<file path="config.mk">
export PLATFORM = sky130hd
export DESIGN_NAME = supply_switch_ctrl
export DESIGN_NICKNAME = d
export VERILOG_FILES = /design/src/rtl/supsw_pkg.sv /design/src/rtl/supsw_sync.sv /design/src/rtl/supsw_cond.sv /design/src/rtl/supsw_dwell.sv /design/src/rtl/supply_switch_ctrl.sv
export SDC_FILE = /design/constraint.sdc
export NUM_CORES = 1
export LEC_CHECK = 0
export CAP_MARGIN = 20
export CORE_UTILIZATION = 39
export CTS_BUF_LIST = sky130_fd_sc_hd__clkbuf_4
export DETAILED_ROUTE_END_ITERATION = 12
export DONT_BUFFER_PORTS = 1
export GPL_ROUTABILITY_DRIVEN = 0
export PLACE_DENSITY = 0.56
export SYNTH_ARGS = -nofsm -noshare
export SYNTH_HDL_FRONTEND = slang
export SYNTH_SLANG_ARGS = --single-unit
</file>
<file path="constraint.sdc">
create_clock -name clk -period 1.8 [get_ports clk]
set_input_delay 0.18 -clock clk [delete_from_list [all_inputs] [get_ports clk]]
set_output_delay 0.18 -clock clk [all_outputs]
set_load 0.01 [all_outputs]
</file>
<file path="src/rtl/supsw_pkg.sv">
package supsw_pkg;

    // Controller states; see the brief for the transition names.
    typedef enum logic [1:0] {
        ST_SEALED = 2'd0,
        ST_MAIN   = 2'd1,
        ST_BACKUP = 2'd2,
        ST_ARMED  = 2'd3
    } sw_state_t;

    // Comparator flag bundle, one bit per analog comparator.
    typedef struct packed {
        logic lt_bkp;   // main below backup minus hysteresis
        logic gt_bkp;   // main above backup plus hysteresis
        logic lt_trip;  // main below trip level
        logic gt_trip;  // main above trip level plus hysteresis
    } cmp_t;

    localparam int CMP_W = $bits(cmp_t);

endpackage

</file>
<file path="src/rtl/supsw_sync.sv">
module supsw_sync #(
    parameter int WIDTH  = 4,
    parameter int STAGES = 2
) (
    input  logic             clk,
    input  logic             rst_n,
    input  logic [WIDTH-1:0] d,
    output logic [WIDTH-1:0] q
);

    logic [WIDTH-1:0] chain [STAGES];

    // Flop chain; each stage resets to "no condition".
    genvar g;
    generate
        for (g = 0; g < STAGES; g++) begin : g_stage
            if (g == 0) begin : g_first
                always_ff @(posedge clk or negedge rst_n) begin
                    if (!rst_n) chain[g] <= '0;
                    else        chain[g] <= d;
                end
            end else begin : g_next
                always_ff @(posedge clk or negedge rst_n) begin
                    if (!rst_n) chain[g] <= '0;
                    else        chain[g] <= chain[g-1];
                end
            end
        end
    endgenerate

    assign q = chain[STAGES-1];

endmodule

</file>
<file path="src/rtl/supsw_cond.sv">
module supsw_cond
    import supsw_pkg::*;
(
    input  cmp_t      cmp,
    input  logic      lp_mode,
    input  sw_state_t state,
    output logic      loss,
    output logic      good,
    output logic      qual
);

    // Trip comparators are dropped entirely in low-power mode.
    logic trip_low;
    logic trip_high;

    always_comb begin
        trip_low  = lp_mode ? 1'b1 : cmp.lt_trip;
        trip_high = lp_mode ? 1'b0 : cmp.gt_trip;
        // Loss needs both comparisons, recovery needs either.
        loss = cmp.lt_bkp & trip_low;
        good = cmp.gt_bkp | trip_high;
    end

    // Pick the condition the current state is waiting on.
    always_comb begin
        unique case (state)
            ST_SEALED: qual = good;
            ST_MAIN:   qual = loss;
            ST_BACKUP: qual = good;
            ST_ARMED:  qual = loss;
            default:   qual = 1'b0;
        endcase
    end

endmodule

</file>
<file path="src/rtl/supsw_dwell.sv">
module supsw_dwell #(
    parameter int DWELL = 16
) (
    input  logic clk,
    input  logic rst_n,
    input  logic cond,
    input  logic clear,
    output logic fire
);

    localparam int CW = (DWELL < 2) ? 1 : $clog2(DWELL);
    localparam logic [CW-1:0] LAST = CW'(DWELL - 1);

    logic [CW-1:0] cnt;

    // Fire on the DWELL-th consecutive cycle with the condition true.
    assign fire = cond && (cnt == LAST);

    always_ff @(posedge clk or negedge rst_n) begin
        if (!rst_n) begin
            cnt <= '0;
        end else if (clear || !cond || fire) begin
            cnt <= '0;
        end else begin
            cnt <= cnt + 1'b1;
        end
    end

endmodule

</file>
<file path="src/rtl/supply_switch_ctrl.sv">
module supply_switch_ctrl
    import supsw_pkg::*;
#(
    parameter int SYNC_STAGES = 2,
    parameter int DWELL       = 16
) (
    input  logic clk,
    input  logic rst_n,
    input  logic main_lt_bkp_lo,
    input  logic main_gt_bkp_hi,
    input  logic main_lt_trip,
    input  logic main_gt_trip_hi,
    input  logic lp_mode,
    input  logic reseal_req,
    input  logic pwr_fail_clr,
    output logic sel_backup,
    output logic bus_disable,
    output logic bat_connect,
    output logic pwr_fail,
    output logic trip_mon_en
);

    cmp_t        cmp_raw;
    cmp_t        cmp_s;
    logic [CMP_W-1:0] cmp_q;
    sw_state_t   state;
    sw_state_t   state_nxt;
    logic        loss;
    logic        good;
    logic        qual;
    logic        fire;
    logic        st_change;
    logic        fail_q;

    always_comb begin
        cmp_raw.lt_bkp  = main_lt_bkp_lo;
        cmp_raw.gt_bkp  = main_gt_bkp_hi;
        cmp_raw.lt_trip = main_lt_trip;
        cmp_raw.gt_trip = main_gt_trip_hi;
    end

    supsw_sync #(
        .WIDTH  (CMP_W),
        .STAGES (SYNC_STAGES)
    ) u_sync (
        .clk   (clk),
        .rst_n (rst_n),
        .d     (cmp_raw),
        .q     (cmp_q)
    );

    assign cmp_s = cmp_t'(cmp_q);

    supsw_cond u_cond (
        .cmp     (cmp_s),
        .lp_mode (lp_mode),
        .state   (state),
        .loss    (loss),
        .good    (good),
        .qual    (qual)
    );

    supsw_dwell #(
        .DWELL (DWELL)
    ) u_dwell (
        .clk   (clk),
        .rst_n (rst_n),
        .cond  (qual),
        .clear (st_change),
        .fire  (fire)
    );

    // Next-state decision; reseal outranks a qualified drop.
    always_comb begin
        state_nxt = state;
        unique case (state)
            ST_SEALED: if (fire) state_nxt = ST_MAIN;
            ST_MAIN: begin
                if (reseal_req)  state_nxt = ST_ARMED;
                else if (fire)   state_nxt = ST_BACKUP;
            end
            ST_BACKUP: if (fire) state_nxt = ST_MAIN;
            ST_ARMED:  if (fire) state_nxt = ST_SEALED;
            default:   state_nxt = ST_SEALED;
        endcase
    end

    assign st_change = (state_nxt != state);

    // State register.
    always_ff @(posedge clk or negedge rst_n) begin
        if (!rst_n) state <= ST_SEALED;
        else        state <= state_nxt;
    end

    // Output decode.
    always_comb begin
        sel_backup  = 1'b0;
        bus_disable = 1'b0;
        bat_connect = 1'b0;
        unique case (state)
            ST_SEALED: bat_connect = 1'b0;
            ST_MAIN:   bat_connect = 1'b1;
            ST_BACKUP: begin
                sel_backup  = 1'b1;
                bus_disable = 1'b1;
                bat_connect = 1'b1;
            end
            ST_ARMED:  bat_connect = 1'b0;
            default:   bat_connect = 1'b0;
        endcase
        trip_mon_en = ~lp_mode;
    end

    // Total-loss flag: set by reset only, cleared by request.
    always_ff @(posedge clk or negedge rst_n) begin
        if (!rst_n)            fail_q <= 1'b1;
        else if (pwr_fail_clr) fail_q <= 1'b0;
    end

    assign pwr_fail = fail_q;

endmodule

</file>
==> run_results.csv <==
group,metric,value,unit
setup_path,critPathArrivalTime,1.87,ns
yosys,yosysUniqueCellTypes,31,
setup_path,start_kind,"register",
setup_path,worstPathRequired,1.96,ns
clocking,clock_sinks,15,
timing,rsz0062_at_grt,"no",
power_and_ir_drop,power_density,1292,nW/um2
timing,skew,0.004627,ns
timing,worst-slew-pin-transition,0.6356,ns
power_and_ir_drop,p_comb_frac,0.438,
floorplan,die_h,45.55,um
yosys,syn_nets,80,
yosys,seq_area_frac_synth,0.5093,
power_and_ir_drop,seqPwrFrac,0.398,
timing,finalCriticalPeriod,1.706,ns
global_route,grt_pass1_wl,1.959,mm
floorplan,coreArea,1745,um2
final_layout,multi_input_area,345.3,um2
global_route,grt_max_degree,16,
setup_path,max_stage_delay,0.47,ns
power_and_ir_drop,max-vdd-ir-drop,0.6794,mV
clocking,clock_path_buffers,2,
clocking,htreeDepth,1,
route,vias_per_cell,4.920,
route,m1WireLength,615,um
route,via_count,492,
yosys,syn-instance-count,66,
place,portBuffers,0,
yosys,synth.avg_cell_area,11.20,um2
setup_path,r2r_cells,6,
final_layout,area_delta_synth_final,16.41,%
global_route,grt_util_all_layers,0.1385,
route,top_layer_used,"met3",
timing,setup_violations,0,
timing,setup_tns,0,ns
timing,max_slew_margin,0.5749,
hold_path,hold_path_end,"state[1]",
route,routed_wl,1.257,mm
power_and_ir_drop,internal_power,0.6773,mW
yosys,synth_area_leader_cell,"dfrtp_1",
hold_path,hp-start,"reseal_req",
clocking,tritoncts,"done",
setup_path,worstSetupPathType,"reg2reg",
route,drt-pass1-iter-count,4,
yosys,synth_area,739.5,um2
yosys,yosysWarnings,0,
route,wl_met2,583,um
setup_path,cp-end-kind,"register",
final_layout,final_nets,90,
power_and_ir_drop,switchingPower,0.4353,mW
clocking,insertion_delay,0.27,ns
outcome,status,"finished clean",
timing,hold_violations,0,
route,wl_met3,59,um
setup_path,regToRegStartpoint,"state[0]",
floorplan,die_x,45.55,um
place,dp_hpwl,916.7,um
clocking,cts_buffers,3,
final_layout,finish.utilization,0.4932,
power_and_ir_drop,pwr-share-clk,0.164,
route,drc,0,
global_route,grt_pass1_vias,479,
final_layout,nFillCells,171,
power_and_ir_drop,p_sw_frac,0.3912,
power_and_ir_drop,leakagePower,0.3718,nW
timing,post-route-period-util,0.9477,
setup_path,r2r_slack,0.09,ns
timing,drv_slew,0,
yosys,synth_top_area_share,0.4738,
hold_path,hold_depth,2,
final_layout,layout-drive-gt1-share,0.2400,
timing,max_freq,586.2,MHz
setup_path,critPathSlowestCell,"dfrtp_2",
setup_path,r2r_end,"u_dwell.cnt[1]",
hold_path,hp-class,"in2reg",
clocking,path_clk_slew,0.09,ns
job,drv_cap,0,
global_route,antenna_found_initial,0,
clocking,root_buffer,"clkbuf_4",
floorplan,dieArea,2074,um2
route,avgRoutedWirePerCell,12.57,um
floorplan,num_rows,15,
setup_path,path_max_fanout,6,
final_layout,n_antenna_cell,0,
final_layout,regArea,377.9,um2
route,drtAntennaViolNets,0,
floorplan,pin_count,14,
setup_path,path_cells,"ha_1 -> nor2_2 -> o21a_1 -> o21ai_1 -> a31oi_2 -> nor2_1",
yosys,ys_top_cells_by_area,"dfrtp_1 47%, ha_1 8.5%, nor2_1 4.6%",
route,first_iter_violations,3,
global_route,grt_overflow_total,0,
floorplan,initial_utilization,0.4237,
yosys,ys_seq_elements,15,
-- kinds of logic (layout without fill, tap and decap cells) --
| group | after synthesis | in the layout | share of synthesized area |
|---|---|---|---|
| and+or+nand+nor | 25 | 25 | 0.1760 |
| adders and majority gates | 5 | 5 | 0.08460 |
| buffers and inverters | 5 | 14 | 0.04061 |
| xor gates and xnor gates | 2 | 2 | 0.02369 |
| DFF | 15 | 15 | 0.5093 |
| AOI/OAI and AO/OA | 14 | 14 | 0.1658 |
-- cell usage after synthesis (all sizes together) --
master / count
buf: 2
nand2: 3
xor2: 1
inv: 3
xnor2: 1
or2: 2
dfrtp: 14
o21a: 1
dfstp: 1
ha: 5
o31a: 1
nor3: 3
a31oi: 1
nand3: 3
o221ai: 2
a21oi: 2
nor2: 10
nor2b: 2
o21ai: 5
nor3b: 1
o31ai: 1
a221oi: 1
and3: 1
-- worst max-delay path: cells and delay by family, from the launching register on --
family | cells | cell delay [ns]
AOI/OAI and AO/OA | 3 | 0.58
DFF | 1 | 0.47
adders and majority gates | 1 | 0.28
and+or+nand+nor | 2 | 0.27
-- power by group through the flow --
stage | Clock, mW | Combinational (mW) | Sequential (mW)
2_1_floorplan | 0 | 0.399 | 0.431
3_3_place_gp | 0 | 0.450 | 0.438
3_5_place_dp | 0 | 0.458 | 0.440
4_1_cts | 0.195 | 0.481 | 0.434
5_1_grt | 0.209 | 0.534 | 0.452
6_report | 0.182 | 0.487 | 0.443
-- area by class of cell --
cell class | count | share of cell area
well taps | 25 | 0.03634
clock inverters | 1 | 0.005814
clock buffers | 3 | 0.02616
repair buffers | 7 | 0.07849
flip-flops and latches | 15 | 0.4390
inverters | 3 | 0.01308
multi-input cells | 46 | 0.4012
-- how the worst max path moves through the flow --
stage | from | end | slack (ns) | depth (start not counted)
3_3_place_gp | state[1] | u_dwell.cnt[1] | 0.03 | 7
5_1_grt | state[0] | u_dwell.cnt[1] | 0.001 | 6
3_5_place_dp | state[1] | u_dwell.cnt[1] | -0.003 | 7
6_report | state[0] | u_dwell.cnt[1] | 0.09 | 6
2_1_floorplan | state[0] | u_dwell.cnt[1] | 0.23 | 7
4_1_cts | state[1] | u_dwell.cnt[1] | 0.07 | 7
-- per-stage QoR --
step	instance area, um2	setup slack, ns	power, mW	hold slack (ns)	cells
finish	860.8	0.09418	1.113	0.1151	100
global route	860.8	0.001338	1.195	0.1152	100
CTS	849.6	0.07244	1.110	0.08686	100
detailed placement	759.5	-0.002687	0.8983	-0.1154	90
global placement	759.5	0.02621	0.8879	-0.1153	90
floorplan	739.5	0.2252	0.8302	-0.1156	66
-- state kept, by name, summed over array words and instances (netlist names) --
name          flops
u_sync.chain      4
state             2
u_dwell.cnt       4
pwr_fail          1
u_sync.q          4
-- what timing repair did --
| action | 4_1_cts | 5_1_grt |
|---|---|---|
| hold buffers | 6 | 0 |
| endpoints found under the hold margin | 20 | 0 |
| setup buffers | 0 | 0 |
| gates resized for setup | 1 | 3 |
| endpoints found under the setup margin | 3 | 3 |
-- metal layers --
layer	vias up	track usage
met3	0	0.03968
met4	0	0.05455
met2	13	0.2229
li1	246	-
met5	-	0
met1	233	0.1748
-- layout by cell type (no fill, tap or decap), types with 2 or more instances in the layout --
cell type,instances
nand2_1,3
clkbuf_4,3
o221ai_1,2
nand3_1,2
dlygate4sd3_1,6
inv_2,2
dfrtp_1,13
or2_1,2
o21ai_0,2
ha_1,4
nor2_1,9
nor2b_1,2
nor3_1,3
Power figures use the tool's default switching activity.
